<file path="src/rtl/uart_irq_pkg.sv">
package uart_irq_pkg;
  typedef enum logic [3:0] {
    IID_MODEM = 4'h0,
    IID_NONE  = 4'h1,
    IID_TX    = 4'h2,
    IID_RX    = 4'h4,
    IID_LINE  = 4'h6,
    IID_TOUT  = 4'hC
  } iid_e;

  localparam int unsigned EN_RX    = 0;
  localparam int unsigned EN_TX    = 1;
  localparam int unsigned EN_LINE  = 2;
  localparam int unsigned EN_MODEM = 3;
  localparam int unsigned EN_PTX   = 7;

  localparam int unsigned FC_ON    = 0;
  localparam int unsigned FC_TXT   = 4;
  localparam int unsigned FC_RXT   = 6;

  typedef struct packed {
    logic line;
    logic tout;
    logic rx;
    logic tx;
    logic modem;
  } src_t;
endpackage

</file>
<file path="src/rtl/uart_irq_level.sv">
module uart_irq_level #(
  parameter int unsigned DEPTH = 16,
  parameter int unsigned CNT_W = 5
) (
  input  logic             fifo_on_i,
  input  logic             ptx_mode_i,
  input  logic [1:0]       rx_trig_i,
  input  logic [1:0]       tx_trig_i,
  input  logic [CNT_W-1:0] rx_count_i,
  input  logic [CNT_W-1:0] tx_count_i,
  output logic             rx_hit_o,
  output logic             tx_cond_o
);
  logic [CNT_W-1:0] rx_lvl [4];
  logic [CNT_W-1:0] tx_lvl [4];

  for (genvar g = 0; g < 4; g++) begin : g_lvl
    localparam int unsigned RXL = (g == 0) ? 1 : (g == 1) ? DEPTH/4 :
                                  (g == 2) ? DEPTH/2 : DEPTH-2;
    localparam int unsigned TXL = (g == 0) ? 0 : (g == 1) ? 2 :
                                  (g == 2) ? DEPTH/4 : DEPTH/2;
    assign rx_lvl[g] = CNT_W'(RXL);
    assign tx_lvl[g] = CNT_W'(TXL);
  end

  always_comb begin
    if (fifo_on_i) rx_hit_o = (rx_count_i >= rx_lvl[rx_trig_i]);
    else           rx_hit_o = (rx_count_i != '0);
    // threshold mode needs both FIFO and programmable mode
    if (fifo_on_i && ptx_mode_i) tx_cond_o = (tx_count_i <= tx_lvl[tx_trig_i]);
    else                         tx_cond_o = (tx_count_i == '0);
  end
endmodule

</file>
<file path="src/rtl/uart_irq_pend.sv">
module uart_irq_pend (
  input  logic clk_i,
  input  logic rst_ni,
  input  logic line_err_i,
  input  logic lsr_rd_i,
  input  logic rx_tout_i,
  input  logic data_rd_i,
  input  logic modem_chg_i,
  input  logic msr_rd_i,
  input  logic tx_cond_i,
  input  logic tx_ack_i,
  input  logic data_wr_i,
  output logic line_o,
  output logic tout_o,
  output logic modem_o,
  output logic tx_o
);
  localparam int unsigned N_STICKY = 3;

  logic [N_STICKY-1:0] set_v, clr_v, q_v;
  logic tx_cond_q, tx_q;

  assign set_v = {modem_chg_i, rx_tout_i, line_err_i};
  assign clr_v = {msr_rd_i,    data_rd_i, lsr_rd_i};

  // event latches: a new event wins over a same-cycle clear
  for (genvar g = 0; g < N_STICKY; g++) begin : g_sticky
    always_ff @(posedge clk_i or negedge rst_ni) begin
      if (!rst_ni)       q_v[g] <= 1'b0;
      else if (set_v[g]) q_v[g] <= 1'b1;
      else if (clr_v[g]) q_v[g] <= 1'b0;
    end
  end

  always_ff @(posedge clk_i or negedge rst_ni) begin
    if (!rst_ni) begin
      tx_cond_q <= 1'b0;
      tx_q      <= 1'b0;
    end else begin
      tx_cond_q <= tx_cond_i;
      if (tx_ack_i || data_wr_i)      tx_q <= 1'b0;
      else if (tx_cond_i && !tx_cond_q) tx_q <= 1'b1;
    end
  end

  assign line_o  = q_v[0];
  assign tout_o  = q_v[1];
  assign modem_o = q_v[2];
  assign tx_o    = tx_q;

  p_wr_clears_tx_r7: assert property (@(posedge clk_i) disable iff (!rst_ni)
    data_wr_i |=> !tx_o);
  p_modem_latch_r10: assert property (@(posedge clk_i) disable iff (!rst_ni)
    modem_chg_i |=> modem_o);
endmodule

</file>
<file path="src/rtl/uart_irq_prio.sv">
module uart_irq_prio
  import uart_irq_pkg::*;
(
  input  src_t src_i,
  output iid_e iid_o,
  output logic any_o
);
  always_comb begin
    if      (src_i.line)  iid_o = IID_LINE;
    else if (src_i.tout)  iid_o = IID_TOUT;
    else if (src_i.rx)    iid_o = IID_RX;
    else if (src_i.tx)    iid_o = IID_TX;
    else if (src_i.modem) iid_o = IID_MODEM;
    else                  iid_o = IID_NONE;
  end
  assign any_o = |src_i;
endmodule

</file>
<file path="src/rtl/uart_irq_ident.sv">
module uart_irq_ident
  import uart_irq_pkg::*;
#(
  parameter  int unsigned DEPTH = 16,
  localparam int unsigned CNT_W = $clog2(DEPTH + 1)
) (
  input  logic             clk_i,
  input  logic             rst_ni,
  input  logic [7:0]       int_en_i,
  input  logic [7:0]       fifo_ctl_i,
  input  logic [CNT_W-1:0] rx_count_i,
  input  logic [CNT_W-1:0] tx_count_i,
  input  logic             line_err_i,
  input  logic             rx_tout_i,
  input  logic             modem_chg_i,
  input  logic             lsr_rd_i,
  input  logic             msr_rd_i,
  input  logic             iir_rd_i,
  input  logic             data_rd_i,
  input  logic             data_wr_i,
  output logic             irq_o,
  output logic [3:0]       iid_o
);
  logic rx_hit, tx_cond, tx_ack;
  logic line_p, tout_p, modem_p, tx_p;
  src_t src;
  iid_e iid_d;
  logic any_d;

  uart_irq_level #(.DEPTH(DEPTH), .CNT_W(CNT_W)) u_level (
    .fifo_on_i (fifo_ctl_i[FC_ON]),
    .ptx_mode_i(int_en_i[EN_PTX]),
    .rx_trig_i (fifo_ctl_i[FC_RXT +: 2]),
    .tx_trig_i (fifo_ctl_i[FC_TXT +: 2]),
    .rx_count_i(rx_count_i),
    .tx_count_i(tx_count_i),
    .rx_hit_o  (rx_hit),
    .tx_cond_o (tx_cond)
  );

  // an identifier read acknowledges transmit-empty only if it showed it
  assign tx_ack = iir_rd_i && (iid_o == IID_TX);

  uart_irq_pend u_pend (
    .clk_i      (clk_i),
    .rst_ni     (rst_ni),
    .line_err_i (line_err_i),
    .lsr_rd_i   (lsr_rd_i),
    .rx_tout_i  (rx_tout_i),
    .data_rd_i  (data_rd_i),
    .modem_chg_i(modem_chg_i),
    .msr_rd_i   (msr_rd_i),
    .tx_cond_i  (tx_cond),
    .tx_ack_i   (tx_ack),
    .data_wr_i  (data_wr_i),
    .line_o     (line_p),
    .tout_o     (tout_p),
    .modem_o    (modem_p),
    .tx_o       (tx_p)
  );

  assign src.line  = line_p  & int_en_i[EN_LINE];
  assign src.tout  = tout_p  & int_en_i[EN_RX];
  assign src.rx    = rx_hit  & int_en_i[EN_RX];
  assign src.tx    = tx_p    & int_en_i[EN_TX];
  assign src.modem = modem_p & int_en_i[EN_MODEM];

  uart_irq_prio u_prio (
    .src_i(src),
    .iid_o(iid_d),
    .any_o(any_d)
  );

  always_ff @(posedge clk_i or negedge rst_ni) begin
    if (!rst_ni) begin
      irq_o <= 1'b0;
      iid_o <= IID_NONE;
    end else begin
      irq_o <= any_d;
      iid_o <= iid_d;
    end
  end

  p_irq_matches_id_r11: assert property (@(posedge clk_i) disable iff (!rst_ni)
    irq_o == (iid_o != IID_NONE));
  p_iid_legal_r2: assert property (@(posedge clk_i) disable iff (!rst_ni)
    iid_o inside {IID_MODEM, IID_NONE, IID_TX, IID_RX, IID_LINE, IID_TOUT});
  p_line_first_r3: assert property (@(posedge clk_i) disable iff (!rst_ni)
    (line_p && int_en_i[EN_LINE]) |=> (iid_o == IID_LINE));
  p_tout_code_r9: assert property (@(posedge clk_i) disable iff (!rst_ni)
    (tout_p && int_en_i[EN_RX] && !(line_p && int_en_i[EN_LINE])) |=> (iid_o == IID_TOUT));
  p_lsr_read_clears_r8: assert property (@(posedge clk_i) disable iff (!rst_ni)
    (lsr_rd_i && !line_err_i) |=> !line_p);
endmodule

</file>
<file path="config.mk">
export PLATFORM = sky130hd
export DESIGN_NAME = uart_irq_ident
export DESIGN_NICKNAME = d
export VERILOG_FILES = /design/src/rtl/uart_irq_pkg.sv /design/src/rtl/uart_irq_level.sv /design/src/rtl/uart_irq_pend.sv /design/src/rtl/uart_irq_prio.sv /design/src/rtl/uart_irq_ident.sv
export SDC_FILE = /design/constraint.sdc
export NUM_CORES = 1
export LEC_CHECK = 0
export CORE_ASPECT_RATIO = 1.1
export CORE_UTILIZATION = 34
export DETAILED_ROUTE_END_ITERATION = 7
export PLACE_DENSITY = 0.77
export SYNTH_ARGS = -nofsm -noshare
export SYNTH_HDL_FRONTEND = slang
export SYNTH_SLANG_ARGS = --single-unit
</file>
<file path="constraint.sdc">
create_clock -name clk_i -period 1.35 [get_ports clk_i]
set_input_delay 0.405 -clock clk_i [delete_from_list [all_inputs] [get_ports clk_i]]
set_output_delay 0.405 -clock clk_i [all_outputs]
set_load 0.01 [all_outputs]
</file>
==> results of run 1 <==
-- routing by layer --
metal / vias to the layer above / routed length [µm] / global-route usage
met3: 2 / 89 / 0.07059
met5: - / 0 / 0
met4: 0 / 9 / 0.04375
li1: 317 / - / -
met1: 313 / 616 / 0.1716
met2: 20 / 1053 / 0.3631
-- state kept, by name (all words and copies together), names as in the netlist --
| register | flops |
|---|---|
| u_pend.modem_o | 1 |
| u_pend.line_o | 1 |
| iid_o | 4 |
| irq_o | 1 |
| u_pend.tx_o | 1 |
| u_pend.tout_o | 1 |
| u_pend.tx_cond_q | 1 |
-- worst register-to-register path, cell delays in order (launching register included) --
cell     delay, ps
dfstp_2        370
nor4b_1        350
a21oi_1        140
nor2b_1        150
a22o_1         190
-- stage by stage --
step | setup slack [ps] | setup TNS (ps) | instances
2_1_floorplan | -139.6 | -171.9 | 63
3_3_place_gp | -764.8 | -4200 | 118
3_5_place_dp | -763.0 | -4406 | 118
4_1_cts | -43.46 | -44.32 | 122
5_1_grt | -81.07 | -165.6 | 122
6_report | -52.86 | -52.86 | 122
-- cells by family (layout without fill, tap and decap cells) --
logic type | Yosys count | after routing | share of synthesized area
AND/OR/NAND/NOR | 19 | 19 | 0.1792
AO/OA/AOI/OAI | 19 | 19 | 0.2200
flip-flops | 10 | 10 | 0.4094
adder cells (fa/ha/maj) | 7 | 7 | 0.1426
buffers and inverters | 8 | 50 | 0.04888
-- report_power, final --
part / internal [µW] / total [µW] / switching [µW]
sequential: 323 / 336 / 13.0
combinational: 163 / 275 / 112
clock: 163 / 259 / 95.3
-- final cells by class --
cell class,count,area share
sequential,10,0.2134
clock buffer,4,0.03079
tap,17,0.01805
multi-input combinational,45,0.4161
timing repair buffer,38,0.2962
inverter,8,0.02548
-- what timing repair did --
item | CTS | global route
resized for setup | 57 | 22
pin swaps | 18 | 16
endpoints found under the hold margin | 0 | 0
setup endpoints to repair | 11 | 8
setup buffers | 1 | 0
-- how the worst max path moves through the flow --
stage / slack (ps) / end / from / cells past startpoint
floorplan: -140 / u_pend.tx_o / fifo_ctl_i[4] / 5
detailed placement: -760 / irq_o / fifo_ctl_i[7] / 8
global route: -80 / u_pend.tx_o / fifo_ctl_i[4] / 7
global placement: -760 / irq_o / fifo_ctl_i[7] / 8
finish: -50 / u_pend.tx_o / fifo_ctl_i[4] / 7
CTS: -40 / u_pend.tx_o / fifo_ctl_i[4] / 7
-- placed cells by master (no fill, tap or decap), drive strengths merged, types with 4 or more instances in the layout --
cell type and instances:
nand2 4, buf 10, clkbuf 7, clkdlybuf4s50 15
dfrtp 9, inv 8, clkdlybuf4s15 7, ha 7
nor2 4, o21ai 5
==> metrics.txt, run 1 <==
layout cells sized above 1=0.4286; Yosys reg bits=10; post-synthesis cell count=63; required time of the critical path=about 1500 ps; critical path type=in2reg; RSZ-0062 raised after global routing=yes; fmax=712.8 MHz; Die H=46.58 µm; VDD IR max=around 0.00064 V; Core Box Area=1633 µm²; max_slew headroom=0.7673; Post-DP Area=1070 µm²; Startpoint Class=input port; Worst Path Arrival=1560 ps; synth unique cells=24; Cell Rows=15; reg2reg end=u_pend.tx_o; final core area utilization=0.7218; Worst Setup Slack, final=-52.86 ps; Storage cell area=about 250 µm²; Main synth FF type=dfrtp_1; clock tree sinks=10; Die ar.=1981 µm²; Yosys warning total=0; min-delay worst type=in2async; DR WL/cell=14.49 µm; multi-input logic area=a little under 500 µm²; kind of cell adding the most delay to the critical path=compound AO/OA/AOI/OAI gates; Residual DRC=0; Syn Nets=106; DP HPWL=1.345 mm; P_leak=0.0005328 µW; vias in the first global route=approximately 670; largest area contributor in the netlist=dfrtp_1; Final ANT Viol Nets=0; post-route minimum period=around 1400 ps; CTS max path bufs=2; clock slew seen by the registers of the worst setup and hold paths=approximately 60 ps; Root Buffer=clkbuf_4; Boundary Pins=41; DR vias=652; final clock skew=between 3 and 4 ps; fin nets=149; final setup violation count=1; Pwr Total=869.8 µW; CP max FO=3; critical-path cell list=buf_6, nand2b_4, ha_4, nor2b_4, o21ai_2, a32o_2, a22o_1; max incr delay on CP=between 200 and 300 ps; chip width=42.53 µm; Worst-Skew Late Latency=260 ps; FFs w/ async S/R, synth=1.000; pwr dens=737.9 nW/µm²; CP Buf/Inv Count=1; Critical R2R Launch=iid_o[0]; post-synthesis sequential area ratio=0.4094; initial drt markers=8; CTS Hold Buffers Added=0; initial antenna violation count=0; count of input and output buffers=34; total gr overflow=0; outcome=finished, violations left; main area contributors after synthesis=dfrtp_1 37%, ha_1 14%, inv_1 4.9%; cts bufs inserted=3; most frequent cells after synthesis=9 x dfrtp_1, 8 x inv_1, 7 x ha_1, 5 x o21ai_0; Final Max Slew Viols=0; R2R setup slack=30 ps; Post-synth EDFFs=0; vias per cell=5.344; # fillers=116; routability cong.=between 0.8 and 0.9; fin area=1179 µm²; syn_area_per_cell=roughly 9.8 µm²; CP Capture Type=register; DRT Wirelength=between 1.5 and 2 mm; Max H-tree Level=1; MaxCap Viol Count=0; critical path's slowest cell=ha_4; first-pass GRT wire length=2.587 mm; CTS tree=built; DR pass1 iterations=4; GRT Util Overall=0.1801; pin count of the biggest net entering global routing=11; Period Utilization, post-route=1.039; WHS=439.0 ps; R2R depth=4; Final Hold Fails=0; most common cell in the netlist=dfrtp_1; area grow syn2layout=91.85%; Synth top area share=0.3666; Post-Syn Area=614.3 µm²; failing checks=negative setup slack; initial core utilization=0.3762; worst slew pin tran=about 350 ps; ant diodes=0
Power figures use the tool's default switching activity.
==> run 2: changes to the inputs <==
--- a/config.mk
+++ b/config.mk
@@ -5,6 +5,7 @@
 export SDC_FILE = /design/constraint.sdc
 export NUM_CORES = 1
 export LEC_CHECK = 0
+export CAP_MARGIN = 20
 export CORE_ASPECT_RATIO = 1.1
 export CORE_UTILIZATION = 34
 export DETAILED_ROUTE_END_ITERATION = 7
==> results of run 2 <==
No change in the layout: final DEF, timing and power equal those of run 1.
